--- config.mk ---
export PLATFORM = sky130hd
export DESIGN_NAME = cfg_seq_ctrl
export DESIGN_NICKNAME = d
export VERILOG_FILES = /design/src/rtl/cfg_seq_pkg.sv /design/src/rtl/cfg_sync.sv /design/src/rtl/cfg_clk_gen.sv /design/src/rtl/cfg_frame_store.sv /design/src/rtl/cfg_seq_ctrl.sv
export SDC_FILE = /design/constraint.sdc
export NUM_CORES = 1
export LEC_CHECK = 0
export ABC_CLOCK_PERIOD_IN_PS = 2700
export BUFFER_PORTS_ARGS = -buffer_cell sky130_fd_sc_hd__buf_4
export CAP_MARGIN = 40
export CORE_MARGIN = 1
export CORE_UTILIZATION = 64
export CTS_BUF_LIST = sky130_fd_sc_hd__clkbuf_2
export CTS_CLUSTER_DIAMETER = 40
export DETAILED_ROUTE_END_ITERATION = 16
export PLACE_DENSITY = 0.82
export SYNTH_ARGS = -nofsm -noshare
export SYNTH_HDL_FRONTEND = slang
export SYNTH_SLANG_ARGS = --single-unit
--- constraint.sdc ---
create_clock -name clk -period 2.7 [get_ports clk]
set_input_delay 0.135 -clock clk [delete_from_list [all_inputs] [get_ports clk]]
set_output_delay 0.135 -clock clk [all_outputs]
set_load 0.02 [all_outputs]
--- src/rtl/cfg_seq_pkg.sv ---
package cfg_seq_pkg;

    // Sequencer phases
    typedef enum logic [2:0] {
        ST_POR,    // power-on interval
        ST_WAIT,   // waiting for device reset release
        ST_MODE,   // sample mode pins
        ST_LOAD,   // shifting frame bits
        ST_START,  // ordered activation
        ST_RUN,    // configured, user logic active
        ST_RDBK,   // streaming frame back out
        ST_PDN     // powered down, frame kept
    } seq_state_e;

    typedef enum logic {
        LD_MASTER,
        LD_SLAVE
    } load_mode_e;

    // Synchronized view of the asynchronous pins
    typedef struct packed {
        logic [2:0] mode;
        logic       din;
        logic       cclk;
        logic       done;
        logic       pwrdn_n;
        logic       rst_n;
    } pin_bus_t;

    // Idle levels: reset, power-down and done released, everything else low
    localparam pin_bus_t PIN_IDLE = '{mode: 3'b000, din: 1'b0, cclk: 1'b0,
                                      done: 1'b1, pwrdn_n: 1'b1, rst_n: 1'b1};

    typedef struct packed {
        logic oe;
        logic clr;
        logic done;
    } user_ctl_t;

    localparam logic [2:0] MODE_MASTER_SER = 3'b000;
    localparam int         START_LAST_STEP = 2;

    function automatic load_mode_e decode_mode(input logic [2:0] pins);
        return (pins == MODE_MASTER_SER) ? LD_MASTER : LD_SLAVE;
    endfunction

    // Activation controls for one step of the start order
    function automatic user_ctl_t startup_ctl(input logic [1:0] step, input logic done_first);
        user_ctl_t c;
        if (done_first) begin
            c.done = 1'b1;
            c.oe   = (step >= 2'd1);
            c.clr  = (step <  2'd2);
        end else begin
            c.oe   = 1'b1;
            c.clr  = (step <  2'd1);
            c.done = (step >= 2'd2);
        end
        return c;
    endfunction

endpackage

--- src/rtl/cfg_sync.sv ---
module cfg_sync #(
    parameter int               WIDTH = 1,
    parameter logic [WIDTH-1:0] INIT  = '0
) (
    input  logic             clk,
    input  logic             rst,
    input  logic [WIDTH-1:0] d,
    output logic [WIDTH-1:0] q
);

    logic [WIDTH-1:0] stage1;
    logic [WIDTH-1:0] stage2;

    always_ff @(posedge clk) begin
        if (rst) begin
            stage1 <= INIT;
            stage2 <= INIT;
        end else begin
            stage1 <= d;
            stage2 <= stage1;
        end
    end

    assign q = stage2;

endmodule

--- src/rtl/cfg_clk_gen.sv ---
module cfg_clk_gen #(
    parameter int HALF = 2
) (
    input  logic clk,
    input  logic rst,
    input  logic run,
    output logic cclk,
    output logic rise
);

    localparam int CW = (HALF > 1) ? $clog2(HALF) : 1;

    logic [CW-1:0] cnt;
    logic          cclk_q;
    logic          last;

    assign last = (cnt == CW'(HALF - 1));

    always_ff @(posedge clk) begin
        if (rst || !run) begin
            cnt    <= '0;
            cclk_q <= 1'b0;
        end else if (last) begin
            cnt    <= '0;
            cclk_q <= ~cclk_q;
        end else begin
            cnt    <= cnt + 1'b1;
        end
    end

    assign cclk = cclk_q;
    assign rise = run && last && !cclk_q;

endmodule

--- src/rtl/cfg_frame_store.sv ---
module cfg_frame_store #(
    parameter int BITS = 32,
    localparam int IW  = (BITS > 1) ? $clog2(BITS) : 1
) (
    input  logic          clk,
    input  logic          rst,
    input  logic          wr_en,
    input  logic [IW-1:0] wr_idx,
    input  logic          wr_bit,
    input  logic [IW-1:0] rd_idx,
    output logic          rd_bit,
    output logic          opt_bit
);

    logic [BITS-1:0] mem;

    always_ff @(posedge clk) begin
        if (rst) begin
            mem <= '0;
        end else if (wr_en) begin
            mem[wr_idx] <= wr_bit;
        end
    end

    assign rd_bit  = mem[rd_idx];
    assign opt_bit = mem[0];

endmodule

--- src/rtl/cfg_seq_ctrl.sv ---
module cfg_seq_ctrl
    import cfg_seq_pkg::*;
#(
    parameter int POR_CYCLES = 16,
    parameter int FRAME_BITS = 32,
    parameter int CCLK_HALF  = 2
) (
    input  logic       clk,
    input  logic       pwr_rst,
    input  logic       rst_n_pin,
    input  logic       pwrdn_n,
    input  logic       done_in,
    input  logic [2:0] mode_pins,
    input  logic       cfg_clk_in,
    input  logic       cfg_din,
    output logic       cfg_clk_out,
    output logic       cfg_clk_oe,
    output logic       user_oe,
    output logic       user_clr,
    output logic       rb_data_n,
    output logic       done_out
);

    localparam int PW = $clog2(POR_CYCLES + 1);
    localparam int BW = $clog2(FRAME_BITS + 1);
    localparam int IW = (FRAME_BITS > 1) ? $clog2(FRAME_BITS) : 1;

    // ---------------- pin synchronization and edges ----------------
    pin_bus_t raw_pins;
    pin_bus_t syn;
    logic     prev_m0, prev_done, prev_cclk;
    logic     m0_rise, done_fall, sclk_rise;

    assign raw_pins = '{mode: mode_pins, din: cfg_din, cclk: cfg_clk_in,
                        done: done_in, pwrdn_n: pwrdn_n, rst_n: rst_n_pin};

    cfg_sync #(
        .WIDTH ($bits(pin_bus_t)),
        .INIT  (PIN_IDLE)
    ) u_sync (
        .clk (clk),
        .rst (pwr_rst),
        .d   (raw_pins),
        .q   (syn)
    );

    always_ff @(posedge clk) begin
        if (pwr_rst) begin
            prev_m0   <= PIN_IDLE.mode[0];
            prev_done <= PIN_IDLE.done;
            prev_cclk <= PIN_IDLE.cclk;
        end else begin
            prev_m0   <= syn.mode[0];
            prev_done <= syn.done;
            prev_cclk <= syn.cclk;
        end
    end

    assign m0_rise   =  syn.mode[0] & ~prev_m0;
    assign done_fall = ~syn.done    &  prev_done;
    assign sclk_rise =  syn.cclk    & ~prev_cclk;

    // ---------------- sequencer state ----------------
    seq_state_e    state;
    load_mode_e    ld_mode;
    logic [PW-1:0] por_cnt;
    logic [BW-1:0] bit_cnt;
    logic [BW-1:0] rb_cnt;
    logic [1:0]    step;

    logic master_run, m_rise, bit_stb, wr_en;
    logic rd_bit, opt_bit;
    logic cclk_gen;

    assign master_run = (state == ST_LOAD) && (ld_mode == LD_MASTER);
    assign bit_stb    = (ld_mode == LD_MASTER) ? m_rise : sclk_rise;
    assign wr_en      = (state == ST_LOAD) && bit_stb && syn.rst_n;

    cfg_clk_gen #(
        .HALF (CCLK_HALF)
    ) u_cclk (
        .clk  (clk),
        .rst  (pwr_rst),
        .run  (master_run),
        .cclk (cclk_gen),
        .rise (m_rise)
    );

    cfg_frame_store #(
        .BITS (FRAME_BITS)
    ) u_store (
        .clk     (clk),
        .rst     (pwr_rst),
        .wr_en   (wr_en),
        .wr_idx  (bit_cnt[IW-1:0]),
        .wr_bit  (syn.din),
        .rd_idx  (rb_cnt[IW-1:0]),
        .rd_bit  (rd_bit),
        .opt_bit (opt_bit)
    );

    always_ff @(posedge clk) begin
        if (pwr_rst) begin
            state   <= ST_POR;
            ld_mode <= LD_SLAVE;
            por_cnt <= '0;
            bit_cnt <= '0;
            rb_cnt  <= '0;
            step    <= '0;
        end else begin
            unique case (state)
                ST_POR: begin
                    if (por_cnt != PW'(POR_CYCLES)) begin
                        por_cnt <= por_cnt + 1'b1;
                    end else if (syn.rst_n) begin
                        state <= ST_MODE;
                    end
                end
                ST_WAIT: begin
                    if (syn.rst_n) begin
                        state <= ST_MODE;
                    end
                end
                ST_MODE: begin
                    ld_mode <= decode_mode(syn.mode);
                    bit_cnt <= '0;
                    state   <= ST_LOAD;
                end
                ST_LOAD: begin
                    if (!syn.rst_n) begin
                        state <= ST_WAIT;
                    end else if (bit_stb) begin
                        bit_cnt <= bit_cnt + 1'b1;
                        if (bit_cnt == BW'(FRAME_BITS - 1)) begin
                            state <= ST_START;
                            step  <= '0;
                        end
                    end
                end
                ST_START: begin
                    if (!syn.rst_n) begin
                        state <= ST_WAIT;
                    end else if (step == 2'(START_LAST_STEP)) begin
                        state <= ST_RUN;
                    end else begin
                        step <= step + 2'd1;
                    end
                end
                ST_RUN: begin
                    if (!syn.pwrdn_n) begin
                        state <= ST_PDN;
                    end else if (done_fall) begin
                        state <= ST_WAIT;
                    end else if (m0_rise) begin
                        state  <= ST_RDBK;
                        rb_cnt <= '0;
                    end
                end
                ST_RDBK: begin
                    if (!syn.pwrdn_n) begin
                        state <= ST_PDN;
                    end else if (done_fall) begin
                        state <= ST_WAIT;
                    end else if (sclk_rise) begin
                        rb_cnt <= rb_cnt + 1'b1;
                        if (rb_cnt == BW'(FRAME_BITS - 1)) begin
                            state <= ST_RUN;
                        end
                    end
                end
                ST_PDN: begin
                    if (syn.pwrdn_n) begin
                        state <= ST_START;
                        step  <= '0;
                    end
                end
                default: state <= ST_POR;
            endcase
        end
    end

    // ---------------- user-side controls ----------------
    user_ctl_t ctl;
    logic      configured;

    always_comb begin
        unique case (state)
            ST_START:         ctl = startup_ctl(step, opt_bit);
            ST_RUN, ST_RDBK:  ctl = '{oe: 1'b1, clr: 1'b0, done: 1'b1};
            default:          ctl = '{oe: 1'b0, clr: 1'b1, done: 1'b0};
        endcase
    end

    assign configured = (state == ST_START) || (state == ST_RUN) || (state == ST_RDBK);

    assign user_oe     = ctl.oe;
    assign user_clr    = ctl.clr | (configured & ~rst_n_pin);
    assign done_out    = ctl.done;
    assign rb_data_n   = (state == ST_RDBK) ? ~rd_bit : 1'b1;
    assign cfg_clk_oe  = master_run;
    assign cfg_clk_out = cclk_gen;

endmodule

==> metrics.yaml, run 1 <==
dp_cells: 502
max_freq_ghz: 0.405
synth.distinct_cells: 50
worst_pin_slew_ns: 0.821
p_leak_nw: 1.39
nFillCells: 448
synthFlopType: "dfxtp_1"
fp.coreArea_sq_um: 5510
grt_pass1_wl_microns: 12900
ant_nets: 0
netlist_area_sq_um: 3680
ys_seq_elements: 76
detail_route.drc_violations: 0
grt_start_max_net_pins: 69
place_area_sq_um: 3810
drt-initial-drc-count: 274
cts_tree: "done"
grt_pass1_vias: 2809
slew_viol_final: 0
diodes: 0
yosysTopAreaCellShare_pct: 41.4
endpoint_kind: "output pin"
finClkSkew_ns: 0.0127
period_minus_slack_ns: 2.47
die_h_microns: 77.8
arrival_ns: 2.33
stdcell_count: 526
worstSetupStartpoint: "rb_cnt[0]$_SDFFE_PP0P_"
power.density_nw_per_um2: 632
r2r_end: "bit_cnt[5]$_SDFFE_PP0P_"
min_path_type: "primary input to flop"
cts.clk_slew.worst_paths_ns: 0.18
num_io_pins: 16
layout.nets: 469
endpoint: "rb_data_n"
wl_microns: 7500
clock-sinks: 76
reg2reg_from: "state[0]$_SDFFE_PP0P_"
htree_levels: 3
hold_viol: 0
crit_chain: "buf_4 > mux4_2 > nor3_1 > a21oi_1 > o311ai_0 > a21o_1 > buf_4"
path_depth: 7
drive_above_1_share_pct: 12.8
grt_use_total_pct: 27.4
rsz0062_at_grt: "false"
cts_buffers: 9
ys_seq_area_share_pct: 41.4
dp_hpwl_microns: 5030
fin_tns_setup_ns: 0
wl_per_cell_microns: 14.3
gp_congestion: 0.880
setup_viol: 0
antenna_found_initial: 0
die_area_sq_um: 6050
path_class: "flop to output pin"
insertion_delay_ns: 0.51
crit_buf_inv: 2
synth_edf_count: 0
period_share_pct: 91.4
synth_top_area_cell: "dfxtp_1"
drtPass1Iterations: 4
avgSynthCellArea_sq_um: 8.37
routed_via_density: 5.81
synthCells: 439
max_cap_viol_count: 0
r2r_setup_slack_ns: 0.50
areaGrowthSynthToFinish_pct: 8.95
synth.top_cells.by_area: "dfxtp_1 41%, nand2_1 8.5%, a21oi_1 6.0%"
start_util_pct: 66.8
grt_overflow: 0
status: "completed"
die_w_microns: 77.8
fin_area_sq_um: 4010
max_stage_delay_ns: 0.51
slew_headroom_pct: 45.2
worstSetupStartpointType: "flop"
vias: 3055
crit_fanout: 6
rows: 27
synth.net_count: 459
crit_slowest_cell: "mux4_2"
whs_ns: 0.119
cts-root-buf: "clkbuf_2"
asyncSetResetFlopFracSynth_pct: 0
path_delay_family: "multiplexers"
cp_common_cell: "buf_4"
required_ns: 2.57
ys_warn_count: 0
clock_path_buffers: 2
reg2regPathDepth: 5
port_buffers: 15
peakVddDrop_mv: 0.458
metrics by stage:
stage / power, mW / util [%] / setup WS (ns)
floorplan: 1.79 / - / 0.671
global placement: 1.93 / 69.0 / 0.643
detailed placement: 1.94 / 69.3 / 0.566
CTS: 2.54 / 72.7 / 0.0480
global route: 2.69 / 72.7 / 0.0291
finish: 2.53 / 72.7 / 0.232
Yosys cell counts (2+ instances only):
cell type and n:
ha_1 10, nor4b_1 2, xnor2_1 4, a21o_1 2
mux2i_1 3, a22oi_1 2, nand3_1 38, inv_1 12
nand3b_1 2, xor2_1 9, clkbuf_1 22, dfxtp_1 76
o21bai_1 2, nand2b_1 7, buf_2 9, nor3_1 3
nor2_1 20, a21oi_1 44, o21ai_0 4, nor4_1 5
mux4_2 8, nor2b_1 14, nand4_1 7, nor3b_1 4
or3_1 3, and3b_1 4, mux2_2 2, and3_1 4
nand2_1 83, o311ai_0 2, or2_2 7, nor4bb_1 3
a211oi_1 5
worst min-delay path by stage:
stage	startpoint	endpoint	slack [ns]	cells after the start
3_3_place_gp	done_in	u_sync.stage1[2]$_SDFF_PP1_	0.32	2
3_5_place_dp	pwrdn_n	u_sync.stage1[1]$_SDFF_PP1_	0.32	2
5_1_grt	pwr_rst	por_cnt[2]$_SDFFE_PP0P_	0.09	2
2_1_floorplan	rst_n_pin	u_sync.stage1[0]$_SDFF_PP1_	0.24	1
4_1_cts	pwr_rst	u_sync.stage1[5]$_SDFF_PP0_	0.1	2
6_report	pwr_rst	por_cnt[4]$_SDFFE_PP0P_	0.12	2
worst register-to-register path: cells and delay by family (launching register included):
kind,cells,cell delay (ns)
compound gates,1,0.59
flops,1,0.69
simple gates,3,0.66
xor+xnor,1,0.18
what timing repair did:
item                                    CTS  global route
endpoints found under the setup margin    0             1
resized for setup                         0             2
setup buffers                             0             0
hold buffers                              8             0
hold endpoints to repair                  8             0
report_power, final:
part / internal [mW] / switching (mW) / leakage [nW]
logic: 0.292 / 0.361 / 0.705
registers: 1.18 / 0.110 / 0.618
clock network: 0.215 / 0.374 / 0.0633
cells by family after synthesis:
family,synth area share [%]
mux,6.33
fa+ha+maj,3.68
compound gates,11.6
buf+inv,4.83
flops,41.4
simple gates,29.0
xor+xnor,3.10
sequential cells by signal, summed over array words and instances, names as in the netlist:
| name | flops |
|---|---|
| bit_cnt | 6 |
| u_sync.q | 8 |
| prev_done | 1 |
| u_cclk.cnt | 1 |
| state | 3 |
| rb_cnt | 6 |
| prev_m0 | 1 |
| u_sync.stage1 | 8 |
| u_cclk.cclk | 1 |
| prev_cclk | 1 |
| u_store.mem | 32 |
| por_cnt | 5 |
| step | 2 |
| ld_mode | 1 |
cell usage in the layout, fill, tap and decap left out, drive strengths merged, types with 3 or more instances in the layout:
master,synthesis,final
nand2,83,83
dfxtp,76,76
a21oi,44,44
nand3,38,38
buf,9,23
nor2,20,20
nor2b,15,15
inv,12,12
clkbuf,23,11
ha,10,10
xor2,9,9
mux4,8,8
dlygate4sd3,0,8
nand4,7,7
nand2b,7,7
or2,7,7
a211oi,5,5
nor4,5,5
nor3b,4,4
and3,4,4
and3b,4,4
o21ai,4,4
xnor2,4,4
mux2i,3,3
nor3,3,3
or3,3,3
nor4bb,3,3
final cells by class:
type / count / area [sq um] / share of cell area [%]
Multi-Input combinational cell: 319 / 1980 / 49.4
Inverter: 12 / 45.0 / 1.12
Tap cell: 72 / 90.1 / 2.25
Sequential cell: 76 / 1530 / 38.1
Clock buffer: 11 / 55.1 / 1.37
Clock inverter: 5 / 52.6 / 1.31
Timing Repair Buffer: 31 / 260 / 6.50
layer usage:
metal / routed length [microns] / up-vias / GRT usage, %
li1: - / 1540 / -
met1: 3360 / 1414 / 35.3
met2: 3560 / 88 / 42.7
met3: 467 / 13 / 8.94
met4: 115 / 0 / 10.6
met5: 0 / - / 0
Power figures use the tool's default switching activity.
==> run 2: changes to the inputs <==
BUFFER_PORTS_ARGS = -buffer_cell sky130_fd_sc_hd__clkbuf_2   (was -buffer_cell sky130_fd_sc_hd__buf_4)
==> metrics.yaml, run 2 (synthesized netlist as in run 1, its figures left out) <==
status: "completed"
max_freq_ghz: 0.404
drtPass1Iterations: 5
drt-initial-drc-count: 288
met2_length_microns: 3710
htree_levels: 3
grt_overflow: 0
fin_tns_setup_ns: 0
hold_viol: 0
dp_cells: 505
routed_via_density: 5.94
crit_fanout: 8
vias: 3129
power.total_mw: 2.43
reg2reg_from: "rb_cnt[1]$_SDFFE_PP0P_"
gp_congestion: 0.876
fp.coreArea_sq_um: 5510
period_minus_slack_ns: 2.48
largest_register_ffs: 32
slew_headroom_pct: 40.2
r2r_setup_slack_ns: 0.50
insertion_delay_ns: 0.52
port_buffers: 15
peakVddDrop_mv: 0.387
antenna_found_initial: 0
worstSetupStartpoint: "rb_cnt[0]$_SDFFE_PP0P_"
rsz0062_at_grt: "false"
grt_start_max_net_pins: 45
cts.clk_slew.worst_paths_ns: 0.18
power.density_nw_per_um2: 617
min-delay-start: "pwr_rst"
diodes: 0
routed.top_layer: "met4"
wl_per_cell_microns: 15.0
mostFrequentLayoutCells: "83 x nand2_1, 75 x dfxtp_1, 44 x a21oi_1"
endpoint_kind: "output pin"
die_area_sq_um: 6050
wl_met1_microns: 3710
layout.nets: 472
wl_microns: 7890
postCtsSetupRepairBufs: 0
worst_pin_slew_ns: 0.890
grt_pass1_wl_microns: 13100
required_ns: 2.57
finClkSkew_ns: 0.0261
start_util_pct: 66.8
cts_tree: "done"
r2r_end: "state[2]$_SDFFE_PP0P_"
num_io_pins: 16
areaGrowthSynthToFinish_pct: 7.22
endpoint: "rb_data_n"
final_common_cell: "nand2_1"
worstSetupStartpointType: "flop"
rows: 27
p_leak_nw: 1.38
dp_hpwl_microns: 5320
detail_route.drc_violations: 0
min_path_type: "primary input to flop"
final_core_util_pct: 71.6
reg2regPathDepth: 6
slew_viol_final: 0
die_h_microns: 77.8
grt_pass1_vias: 2819
clock_path_buffers: 2
period_share_pct: 91.7
die_w_microns: 77.8
regMostFlops: "u_store.mem"
grt_use_total_pct: 28.0
path_class: "flop to output pin"
setup_viol: 0
arrival_ns: 2.34
stdcell_count: 527
cts-root-buf: "clkbuf_2"
ant_nets: 0
clock-sinks: 76
drive_above_1_share_pct: 12.7
max_cap_viol_count: 0
wl_met3_microns: 376
cts_buffers: 9
==> run 2: cell count changes in the layout (fill, tap and decap cells not counted), sizes merged <==
cell      previous run  this run
buf                 23        11
bufinv               1         0
clkbuf              11        24
clkinv               2         5
clkinvlp             2         0
==> run 2: what timing repair did <==
action | 4_1_cts | 5_1_grt
endpoints found under the hold margin | 8 | 0
pin swaps | 0 | 0
hold buffers | 8 | 0
setup endpoints to repair | 1 | 1
resized for setup | 1 | 1
==> run 2: per-stage QoR <==
step	area, sq um	worst slack [ns]	hold slack (ns)
floorplan	3680	0.671	0.239
global placement	3790	0.618	0.318
detailed placement	3790	0.557	0.323
CTS	3940	0.151	0.310
global route	3940	0.0593	0.304
finish	3940	0.224	0.310
==> run 2: per-layer routing <==
layer	up-vias	GRT usage [%]
li1	1546	-
met1	1494	37.2
met2	79	44.2
met3	10	6.35
met4	0	10.9
met5	-	0
==> run 2: area by class of cell <==
cell class	count	area [sq um]
sequential	76	1530
inverter	12	45.0
clock buffer	9	45.0
tap	72	90.1
timing repair buffer	34	238
clock inverter	5	21.3
fill	440	1570
multi-input combinational	319	1980
==> run 2: worst min-delay path by stage <==
stage | end | slack [ns] | depth (start not counted)
2_1_floorplan | u_sync.stage1[0]$_SDFF_PP1_ | 0.24 | 1
3_3_place_gp | u_sync.stage1[1]$_SDFF_PP1_ | 0.32 | 2
3_5_place_dp | u_sync.stage1[2]$_SDFF_PP1_ | 0.32 | 2
4_1_cts | por_cnt[2]$_SDFFE_PP0P_ | 0.31 | 2
5_1_grt | u_sync.stage1[1]$_SDFF_PP1_ | 0.30 | 3
6_report | por_cnt[3]$_SDFFE_PP0P_ | 0.31 | 2
==> run 2: critical path: stages (launching register included) <==
cell,delay [ns]
dfxtp_4,0.46
buf_4,0.17
mux4_2,0.50
mux2i_1,0.16
a21oi_1,0.10
o311ai_0,0.12
a21o_1,0.17
clkbuf_2,0.16
==> run 2: report_power, final <==
part / internal, mW / switching, mW / total [mW]
Sequential: 1.18 / 0.0861 / 1.27
Clock: 0.0996 / 0.377 / 0.476
Combinational: 0.291 / 0.397 / 0.689
Total: 1.57 / 0.860 / 2.43
==> run 3: changes to the inputs <==
PLACE_DENSITY = unset   (was 0.82)
PLACE_DENSITY_LB_ADDON = 0.08   (was unset)
==> metrics.yaml, run 3 (synthesized netlist as in run 1, its figures left out) <==
dp_hpwl_microns: 5270
vias: 3149
finClkSkew_ns: 0.0214
power.total_mw: 2.79
grt_use_total_pct: 28.4
ant_nets: 0
min_path_type: "primary input to flop"
areaGrowthSynthToFinish_pct: 9.80
num_io_pins: 16
clock_path_buffers: 2
cts-root-buf: "clkbuf_2"
htree_levels: 3
worst_pin_slew_ns: 0.929
grt_overflow: 0
p_leak_nw: 1.41
crit_chain: "buf_4 > mux4_2 > mux2i_1 > a21oi_1 > o311ai_0 > a21o_1 > clkbuf_2"
grt_pass1_wl_microns: 13400
wl_microns: 7980
final_common_cell: "nand2_1"
wl_per_cell_microns: 15.1
fp.coreArea_sq_um: 5510
crit_buf_inv: 2
die_h_microns: 77.8
max_stage_delay_ns: 0.49
period_minus_slack_ns: 2.49
setup_viol: 0
die_area_sq_um: 6050
period_share_pct: 92.2
cts.clk_slew.worst_paths_ns: 0.23
worstSetupStartpointType: "flop"
crit_fanout: 7
detail_route.drc_violations: 0
cts_tree: "done"
arrival_ns: 2.35
start_util_pct: 66.8
path_class: "flop to output pin"
hold_viol: 0
largest_register_ffs: 32
routed_via_density: 5.98
fin_tns_setup_ns: 0
endpoint_kind: "output pin"
max_freq_ghz: 0.402
grt_pass1_vias: 2893
die_w_microns: 77.8
power.density_nw_per_um2: 692
clock-sinks: 76
rows: 27
layout.nets: 470
nFillCells: 415
grt_start_max_net_pins: 39
port_buffers: 15
peakVddDrop_mv: 0.472
rsz0062_at_grt: "false"
crit_slowest_cell: "mux4_2"
path_delay_family: "multiplexers"
max_cap_viol_count: 0
drtPass1Iterations: 5
gp_congestion: 0.867
status: "completed"
cts_buffers: 9
required_ns: 2.57
slew_viol_final: 0
postCtsSetupRepairBufs: 0
diodes: 0
drt-initial-drc-count: 324
mostFrequentLayoutCells: "83 x nand2_1, 75 x dfxtp_1, 44 x a21oi_1"
antenna_found_initial: 0
insertion_delay_ns: 0.54
slew_headroom_pct: 37.9
drive_above_1_share_pct: 13.4
regMostFlops: "u_store.mem"
## run 3: changes by cell type in the layout (fill, tap and decap cells not counted), sizes merged
cell      delta
clkinv       -3
bufinv       +3
inv          +1
buf          -2
clkinvlp     +1
## run 3: layer usage
metal	wire length (microns)	vias to the layer above	global-route usage [%]
li1	-	1542	-
met1	3650	1455	39.2
met2	3600	133	43.0
met3	557	19	4.59
met4	167	0	13.6
met5	0	-	0
## run 3: timing repair
item | in CTS | in global routing
endpoints found under the hold margin | 8 | 0
resized for setup | 1 | 1
setup endpoints to repair | 1 | 1
hold buffers | 8 | 0
cloned | 0 | 0
## run 3: worst register-to-register path, delay by kind of cell (launching register included)
family | cells | cell delay [ns]
AOI/OAI and AO/OA | 1 | 0.59
xor gates and xnor gates | 1 | 0.18
DFF | 1 | 0.72
and+or+nand+nor | 3 | 0.73
## run 3: layout make-up
cell class	count	area (sq um)	area share, %
flip-flops and latches	76	1530	37.8
clock buffers	9	45.0	1.12
clock inverters	7	124	3.07
well taps	72	90.1	2.23
repair buffers	32	230	5.70
inverters	12	45.0	1.12
multi-input cells	319	1980	49.0
## run 3: final timing paths
kind              slack (ns)                        start                 endpoint  depth (start not counted)
setup / recovery        0.21       rb_cnt[0]$_SDFFE_PP0P_                rb_data_n                          7
hold / removal          0.21                      pwr_rst  por_cnt[4]$_SDFFE_PP0P_                          2
setup reg to reg        0.44        state[0]$_SDFFE_PP0P_  bit_cnt[3]$_SDFFE_PP0P_                          5
hold reg to reg         0.44  u_sync.stage1[0]$_SDFF_PP1_   u_sync.q[0]$_SDFF_PP1_                          1
## run 3: power by group
part	switching (mW)	internal, mW
Sequential	0.108	1.18
Clock	0.433	0.405
Combinational	0.385	0.282
Total	0.926	1.87
## run 3: metrics by stage
step | instance area [sq um] | hold WS, ns | worst slack [ns] | utilization [%] | instances
after detailed placement | 3780 | 0.320 | 0.542 | 68.7 | 503
after CTS | 4030 | 0.204 | 0.123 | 73.3 | 527
after global placement | 3770 | 0.317 | 0.656 | 68.4 | 502
after global routing | 4040 | 0.262 | 0.0335 | 73.3 | 527
after floorplan | 3680 | 0.239 | 0.671 | - | 439
final | 4040 | 0.210 | 0.212 | 73.3 | 527
